===== src/rtl/ack_pkg.sv =====
package ack_pkg;
  typedef enum logic [1:0] {
    ST_IDLE  = 2'd0,
    ST_PEND  = 2'd1,
    ST_LOW   = 2'd2,
    ST_SPEED = 2'd3
  } ack_state_e;

  localparam logic [1:0] KIND_READ = 2'b01;
endpackage


===== src/rtl/ack_tick_div.sv =====
module ack_tick_div #(
  parameter int DIV = 8
) (
  input  logic clk,
  input  logic rst_n,
  output logic tick
);
  localparam int CW = (DIV > 1) ? $clog2(DIV) : 1;

  logic [CW-1:0] cnt_q, cnt_n;

  assign tick = (cnt_q == CW'(DIV - 1));

  always_comb begin
    cnt_n = tick ? '0 : cnt_q + 1'b1;
  end

  always_ff @(posedge clk or negedge rst_n) begin
    if (!rst_n) cnt_q <= '0;
    else        cnt_q <= cnt_n;
  end
endmodule


===== src/rtl/ack_gap_timer.sv =====
module ack_gap_timer #(
  parameter int MIN_GAP = 32
) (
  input  logic clk,
  input  logic rst_n,
  input  logic clear,
  input  logic count_en,
  input  logic tick,
  output logic gap_met
);
  localparam int GW = $clog2(MIN_GAP + 1);

  logic [GW-1:0] cnt_q, cnt_n;

  assign gap_met = (cnt_q == GW'(MIN_GAP));

  always_comb begin
    cnt_n = cnt_q;
    if (clear)
      cnt_n = '0;
    else if (count_en && tick && !gap_met)
      cnt_n = cnt_q + 1'b1;
  end

  always_ff @(posedge clk or negedge rst_n) begin
    if (!rst_n) cnt_q <= '0;
    else        cnt_q <= cnt_n;
  end
endmodule


===== src/rtl/ack_seq.sv =====
module ack_seq
  import ack_pkg::*;
#(
  parameter int LOW_TICKS = 16,
  parameter int SPD_TICKS = 1
) (
  input  logic       clk,
  input  logic       rst_n,
  input  logic       tick,
  input  logic       ack_en,
  input  logic       cmd_end,
  input  logic [1:0] cmd_kind,
  input  logic       exec_done,
  input  logic       lowpwr,
  input  logic       gap_met,
  output logic       gap_clr,
  output logic       gap_cnt_en,
  output ack_state_e state,
  output logic       drv_oe,
  output logic       drv_val,
  output logic       ack_done,
  output logic       ack_rd,
  output logic       overrun
);
  localparam int PH_MAX = (LOW_TICKS > SPD_TICKS) ? LOW_TICKS : SPD_TICKS;
  localparam int PW     = $clog2(PH_MAX + 1);

  ack_state_e st_q, st_n;
  logic [PW-1:0] ph_q, ph_n;
  logic          done_q, done_n;
  logic [1:0]    kind_q, kind_n;
  logic          ovr_q, ovr_n;
  logic          fin;
  logic          ack_done_q, ack_rd_q;

  always_comb begin
    st_n    = st_q;
    ph_n    = ph_q;
    done_n  = done_q;
    kind_n  = kind_q;
    ovr_n   = ovr_q;
    fin     = 1'b0;
    gap_clr = 1'b0;
    if (!ack_en) begin
      st_n   = ST_IDLE;
      done_n = 1'b0;
      ph_n   = '0;
    end else begin
      unique case (st_q)
        ST_IDLE: begin
          if (cmd_end) begin
            st_n    = ST_PEND;
            gap_clr = 1'b1;
            done_n  = 1'b0;
            kind_n  = cmd_kind;
          end
        end
        ST_PEND: begin
          if (cmd_end) ovr_n = 1'b1;
          if (lowpwr) begin
            st_n   = ST_IDLE;
            done_n = 1'b0;
          end else begin
            if (exec_done) done_n = 1'b1;
            if (tick && gap_met && (done_q || exec_done)) begin
              st_n   = ST_LOW;
              ph_n   = '0;
              done_n = 1'b0;
            end
          end
        end
        ST_LOW: begin
          if (cmd_end) ovr_n = 1'b1;
          if (tick) begin
            if (ph_q == PW'(LOW_TICKS - 1)) begin
              st_n = ST_SPEED;
              ph_n = '0;
            end else begin
              ph_n = ph_q + 1'b1;
            end
          end
        end
        ST_SPEED: begin
          if (cmd_end) ovr_n = 1'b1;
          if (tick) begin
            if (ph_q == PW'(SPD_TICKS - 1)) begin
              st_n = ST_IDLE;
              ph_n = '0;
              fin  = 1'b1;
            end else begin
              ph_n = ph_q + 1'b1;
            end
          end
        end
        default: st_n = ST_IDLE;
      endcase
    end
  end

  always_ff @(posedge clk or negedge rst_n) begin
    if (!rst_n) begin
      st_q       <= ST_IDLE;
      ph_q       <= '0;
      done_q     <= 1'b0;
      kind_q     <= '0;
      ovr_q      <= 1'b0;
      ack_done_q <= 1'b0;
      ack_rd_q   <= 1'b0;
    end else begin
      st_q       <= st_n;
      ph_q       <= ph_n;
      done_q     <= done_n;
      kind_q     <= kind_n;
      ovr_q      <= ovr_n;
      ack_done_q <= fin;
      ack_rd_q   <= fin && (kind_q == KIND_READ);
    end
  end

  assign state      = st_q;
  assign gap_cnt_en = (st_q == ST_PEND);
  assign drv_oe     = (st_q == ST_LOW) || (st_q == ST_SPEED);
  assign drv_val    = (st_q == ST_SPEED);
  assign ack_done   = ack_done_q;
  assign ack_rd     = ack_rd_q;
  assign overrun    = ovr_q;
endmodule


===== src/rtl/ack_pulse_gen.sv =====
module ack_pulse_gen
  import ack_pkg::*;
#(
  parameter int DIV       = 8,
  parameter int LOW_TICKS = 16,
  parameter int SPD_TICKS = 1,
  parameter int MIN_GAP   = 32
) (
  input  logic       clk,
  input  logic       rst_n,
  input  logic       ack_en,
  input  logic       cmd_end,
  input  logic [1:0] cmd_kind,
  input  logic       exec_done,
  input  logic       lowpwr_enter,
  output logic       pin_oe,
  output logic       pin_out,
  output logic       ack_done,
  output logic       ack_rd,
  output logic       overrun
);
  logic [1:0] rst_sync_q;
  logic       rst_int_n;
  logic       tick;
  logic       gap_met, gap_clr, gap_cnt_en;
  logic       drv_oe, drv_val;
  ack_state_e state;

  always_ff @(posedge clk or negedge rst_n) begin
    if (!rst_n) rst_sync_q <= 2'b00;
    else        rst_sync_q <= {rst_sync_q[0], 1'b1};
  end
  assign rst_int_n = rst_sync_q[1];

  ack_tick_div #(.DIV(DIV)) u_div (
    .clk   (clk),
    .rst_n (rst_int_n),
    .tick  (tick)
  );

  ack_gap_timer #(.MIN_GAP(MIN_GAP)) u_gap (
    .clk      (clk),
    .rst_n    (rst_int_n),
    .clear    (gap_clr),
    .count_en (gap_cnt_en),
    .tick     (tick),
    .gap_met  (gap_met)
  );

  ack_seq #(.LOW_TICKS(LOW_TICKS), .SPD_TICKS(SPD_TICKS)) u_seq (
    .clk        (clk),
    .rst_n      (rst_int_n),
    .tick       (tick),
    .ack_en     (ack_en),
    .cmd_end    (cmd_end),
    .cmd_kind   (cmd_kind),
    .exec_done  (exec_done),
    .lowpwr     (lowpwr_enter),
    .gap_met    (gap_met),
    .gap_clr    (gap_clr),
    .gap_cnt_en (gap_cnt_en),
    .state      (state),
    .drv_oe     (drv_oe),
    .drv_val    (drv_val),
    .ack_done   (ack_done),
    .ack_rd     (ack_rd),
    .overrun    (overrun)
  );

  assign pin_oe  = drv_oe & ack_en;
  assign pin_out = drv_val;
endmodule


===== config.mk =====
export PLATFORM = sky130hd
export DESIGN_NAME = ack_pulse_gen
export DESIGN_NICKNAME = d
export VERILOG_FILES = /design/src/rtl/ack_pkg.sv /design/src/rtl/ack_tick_div.sv /design/src/rtl/ack_gap_timer.sv /design/src/rtl/ack_seq.sv /design/src/rtl/ack_pulse_gen.sv
export SDC_FILE = /design/constraint.sdc
export NUM_CORES = 1
export LEC_CHECK = 0
export BUFFER_PORTS_ARGS = -buffer_cell sky130_fd_sc_hd__buf_2
export CAP_MARGIN = 20
export CORE_ASPECT_RATIO = 1.5
export CORE_MARGIN = 2
export CORE_UTILIZATION = 40
export DETAILED_ROUTE_END_ITERATION = 8
export HOLD_SLACK_MARGIN = 0.12
export PLACE_DENSITY = 0.63
export SLEW_MARGIN = 10
export SYNTH_ARGS = -nofsm -noshare
export SYNTH_HDL_FRONTEND = slang
export SYNTH_HIERARCHICAL = 1
export SYNTH_SLANG_ARGS = --single-unit

===== constraint.sdc =====
create_clock -name clk -period 2.6 [get_ports clk]
set_input_delay 0.52 -clock clk [delete_from_list [all_inputs] [get_ports clk]]
set_output_delay 0.52 -clock clk [all_outputs]
set_load 0.005 [all_outputs]

**Word level (Yosys, flattened, before mapping)**

Index checks and enable logic that the tools add are counted.

- Flip-flop bits (word level): 24
- Input bits: 8
- Output and inout bits: 5
- Logic and storage cells: 82

- Add/subtract/negate cells: 3
- Eq/ne operators: 18
- Muxes and demuxes: 33
- Bitwise operators: 1
- Reduce and logical (&&, ||, !) cells: 17

Operators by type and width:

| operator | count |
|---|---|
| $mux W5 | 7 |
| $mux W2 | 8 |
| $pmux W5 S3 | 1 |
| $mux W1 | 12 |
| $mux W6 | 2 |
| $ne A3 B2 Y1 const B | 4 |
| $ne A3 B3 Y1 const B | 3 |
| $reduce_and A3 Y1 | 3 |
| $pmux W2 S4 | 1 |
| $add A6 B1 Y6 const B | 1 |
| $eq A6 B6 Y1 const B | 1 |
| $reduce_and A6 Y1 | 1 |
| $add A5 B1 Y5 const B | 1 |
| $eq A5 B4 Y1 const B | 1 |
| $logic_and A1 B1 Y1 | 5 |
| $logic_not A5 Y1 | 1 |
| $ne A5 B4 Y1 const B | 1 |
| $reduce_and A5 Y1 | 1 |
| $eq A2 B1 Y1 const B | 2 |
| $eq A2 B2 Y1 const B | 2 |
| $ne A4 B1 Y1 const B | 1 |
| $ne A4 B3 Y1 const B | 1 |
| $add A3 B1 Y3 const B | 1 |
| $eq A3 B3 Y1 const B | 1 |
| 9 further kinds | 10 |

**Depth between registers and ports, before layout**

- Depth after elaboration: 7
- Gate-level depth with buffers: 8
- Depth with buffers taken out: 8

**Hierarchy**

The synthesis kept the hierarchy.

By module, submodules not included:

| module | times used | cells each | area an instance (sq um) | seq. area each (sq um) |
|---|---|---|---|---|
| ack_seq | 1 | 75 | 797.0 | 325.3 |
| ack_gap_timer | 1 | 39 | 356.6 | 150.1 |
| ack_tick_div | 1 | 6 | 103.8 | 75.1 |
| ack_pulse_gen | 1 | 4 | 60.1 | 50.0 |

**Worst setup path after synthesis**

OpenSTA, ideal clock, no wires.

- Kind: in2reg
- From: in ack_en
- To: reg u_gap.cnt_q[0]
- Library setup time: 0.158 ns
- Arrival: 1.726 ns
- Required time: 2.442 ns
- Path slack: 0.717 ns
- Stages on the path: 6
- Buffers on the path: 1
- Path through: clkbuf_2 > nand2_1 > nor3_1 > inv_1 > o2111ai_1 > o311ai_1

- Longest elaborated chain between the ends: 2

Ends and longest elaborated chain:

| element | RTL line | text |
|---|---|---|
| start: declaration | ack_pulse_gen.sv:11 | `input logic ack_en,` |
| $mux W1 * | ack_seq.sv:44 | `if (!ack_en) begin` |
| via gap_clr | ack_pulse_gen.sv:25 | `logic gap_met, gap_clr, gap_cnt_en;` |
| $mux W6 or $reduce_bool A2 Y1 (tied branches) | - |  |
| end signal: assignment | ack_gap_timer.sv:27 | `else cnt_q <= cnt_n;` |
| end: declaration | ack_gap_timer.sv:13 | `logic [GW-1:0] cnt_q, cnt_n;` |

Mark *: on every way through the listed nets, which the timed path passes. The rest lies on a longest branch.
A chain may end at the register's enable or synchronous reset.

**Final worst setup path**

- From: reg u_gap.cnt_q[0]
- To: reg u_seq.ph_q[3]

- Longest elaborated chain between the ends: 5

Ends and longest elaborated chain:

| element | RTL line | text |
|---|---|---|
| $eq A6 B6 Y1 | ack_gap_timer.sv:15 | `assign gap_met = (cnt_q == GW'(MIN_GAP));` |
| via gap_met | ack_pulse_gen.sv:25 |  |
| $logic_and A1 B1 Y1 (2 in a row) | ack_seq.sv:65 | `if (tick && gap_met && (done_q \|\| exec_done)) begin` |
| $ne A3 B2 Y1 (no source line) | - |  |
| $reduce_and A5 Y1 (no source line) | - |  |
| end signal: assignment | ack_seq.sv:111 | `ph_q <= ph_n;` |
| end: declaration | ack_seq.sv:29 | `logic [PW-1:0] ph_q, ph_n;` |

The timed path passes the listed nets, and every way through them passes these cells.

==> flow_summary_export.csv <==
group,metric,value,unit
outcome,outcome,"completed",
synthesis,synth_area,0.00132,mm2
synthesis,yosysWarnings,6,
clock_tree,clk_pin_slew,0.08,ns
global_route,grt_pass1_vias,984,
timing,min_period,2.04,ns
timing,min_period_over_period,0.785,
floorplanning,start_util,0.417,
synthesis,syn_nets,140,
synthesis,synthMostInstantiatedCell,"dfrtp_1",
synthesis,synthTopCellsByCount,"24 x dfrtp_1, 10 x inv_1, 10 x nand2_1",
clock_tree,cts_max_level,1,
cells_and_area,diodes,0,
detailed_routing,post_drt_wl_per_cell,13.3,um
global_route,top_usage_layer,"met2",
timing,rsz0062_at_grt,"no",
worst_setup_path,cp_max_fo,7,
detailed_routing,ant_nets,0,
detailed_routing,avgViaCountPerCell,5.37,
global_route,grt_usage,0.144,
pwr,p_per_area,521,mW/mm2
place,dpl.hpwl,1850,um
floorplanning,die_h,74.3,um
clock_tree,cts_made_buffers,3,
worst_setup_path,critical_path_arrival,2.22,ns
synthesis,yosys.area.top_type,"dfrtp_1",
pwr,power,0.762,mW
synthesis,ys_seq_area_frac,0.456,
floorplanning,ioPinCount,13,
global_route,grt_start_max_net_pins,23,
timing,fin_skew,0.00791,ns
timing,tightest_slew,0.888,ns
detailed_routing,drcViolationCount,0,
detailed_routing,vias,955,
synthesis,ys_ff_latch,24,
detailed_routing,drt-initial-drc-count,11,
synthesis,ys_top_cells_by_area,"dfrtp_1 46%, ha_1 7.6%, inv_1 2.8%",
worst_setup_path,reg2reg_slack,0.56,ns
worst_setup_path,start_kind,"flip-flop",
global_route,grt_first_pass_wirelength,4190,um
floorplanning,die_area,0.00378,mm2
synthesis,synth_cell_types,46,
synthesis,ys.flop_type,"dfrtp_1",
synthesis,syn_inst,124,
detailed_routing,drtPass1Iterations,4,
global_route,grt_use_met1,0.161,
clock_tree,clk_latency,0.26,ns
cells_and_area,fin_util,0.463,
global_route,grt_overflow,0,
clock_tree,cts_setup_buffers,0,
pwr,p_leak,0.657,nW
timing,slew_headroom,0.408,
timing,finalHoldViolCount,0,
synthesis,synth-edff-count,0,
timing,setup_viol,0,
clock_tree,cts-root-buf,"clkbuf_8",
synthesis,avgSynthCellArea,10.6,um2
synthesis,async_flop_share,1.00,
global_route,antenna_found_initial,0,
clock_tree,ctsResizeCount,0,
cells_and_area,n_fill_cell,291,
clock_tree,cts_buffer_depth,2,
worst_setup_path,worstSetupEndpointType,"flip-flop",
cells_and_area,drive_above_1_share,0.254,
global_route,grt_use_met3,0.0301,
worst_setup_path,crit_type,"flip-flop to flip-flop",
flow_run,cap_violations,0,
place,numPortBuffers,12,
cells_and_area,nets,155,
hold_path,hp-class,"flip-flop to flip-flop",
timing,fmax,0.490,GHz
place,gp_congestion,0.743,
worst_setup_path,cp.required,2.78,ns
timing,drv_slew,0,
pwr,ir_drop,297,uV
cells_and_area,fin_cells,178,
place,numPlacedInstances,173,
cells_and_area,syn_to_final_growth,11.0,%
floorplanning,die_width,50.9,um
synthesis,yosys.area.top_type_share,0.456,
floorplanning,rows,25,
global_route,use_met2,0.260,
clock_tree,cts_tree,"done",
timing,fin_tns_setup,0,ns
detailed_routing,routed_wl,2380,um
floorplanning,core_area,0.00316,mm2
clock_tree,cts_sinks,24,
[routing by layer]
| layer | up-vias | routed length, um |
|---|---|---|
| met5 | - | 0 |
| met2 | 9 | 1280 |
| li1 | 472 | - |
| met1 | 468 | 974 |
| met3 | 6 | 52 |
| met4 | 0 | 65 |
[report_power, final]
| group | total [mW] | internal, mW | switching, mW |
|---|---|---|---|
| combinational | 0.0871 | 0.0426 | 0.0444 |
| sequential | 0.429 | 0.396 | 0.0327 |
| clock | 0.247 | 0.135 | 0.112 |
| total | 0.762 | 0.574 | 0.189 |
[final timing paths]
kind                                start             end  depth (start not counted)
max in group asynchronous   rst_sync_q[1]  u_gap/cnt_q[2]                          0
max reg2reg                u_gap/cnt_q[0]   u_seq/ph_q[3]                          8
min reg2reg                 rst_sync_q[0]   rst_sync_q[1]                          0
min in group asynchronous   rst_sync_q[1]   u_seq/overrun                          0
min                         rst_sync_q[0]   rst_sync_q[1]                          0
max                        u_gap/cnt_q[0]   u_seq/ph_q[3]                          8
[worst max-delay path: stages (launching register included)]
cell	delay, ns
dfrtp_1	0.43
inv_1	0.13
ha_1	0.16
nand2_1	0.10
nor2_1	0.16
o211ai_1	0.17
o311a_4	0.38
or2_4	0.29
o221ai_2	0.13
[layout by cell type (no fill, tap or decap), types with 4 or more instances in the layout]
master     n
clkbuf_8   4
inv_1     10
nand3_1    7
nor2_1     5
buf_2     12
dfrtp_1   24
ha_1       8
o21ai_0    5
a21oi_1    5
nand2_1   10
[repair_timing]
| action | in CTS | in global routing |
|---|---|---|
| endpoints found under the setup margin | 0 | 0 |
| hold buffers | 1 | 0 |
| hold endpoints to repair | 2 | 0 |
[cell families (layout without fill, tap and decap cells)]
| logic type | Yosys count | count (layout) | share of synthesized area |
|---|---|---|---|
| mux | 4 | 4 | 0.0332 |
| fa+ha+maj | 8 | 8 | 0.0760 |
| buf+inv | 14 | 28 | 0.0570 |
| flops | 24 | 24 | 0.456 |
| other cells | 1 | 1 | 0.00285 |
| compound gates | 26 | 26 | 0.159 |
| simple gates | 47 | 47 | 0.217 |
[per-stage QoR]
step	hold slack, ns	worst slack (ns)	instance area, um2
after global routing	0.362	0.381	1460
final	0.353	0.560	1460
after detailed placement	0.308	0.576	1400
after floorplan	0.224	0.717	1320
after global placement	0.305	0.577	1400
after CTS	0.356	0.546	1460
[sequential cells by signal, summed over array words and instances (netlist names)]
register,cells
rst_sync_q,2
u_seq/state,2
u_seq/done_q,1
u_seq/ack_rd,1
u_seq/overrun,1
u_seq/ack_done,1
u_gap/cnt_q,6
u_seq/kind_q,2
u_seq/ph_q,5
u_div/cnt_q,3
[final cells by class]
class,instances,area (um2),area share
Tap cell,40,50.0,0.0342
Sequential cell,24,601,0.411
Multi-Input combinational cell,86,642,0.439
Timing Repair Buffer,14,77.6,0.0530
Clock buffer,4,55.1,0.0376
Inverter,10,37.5,0.0257
(Power assumes the default switching activity.)
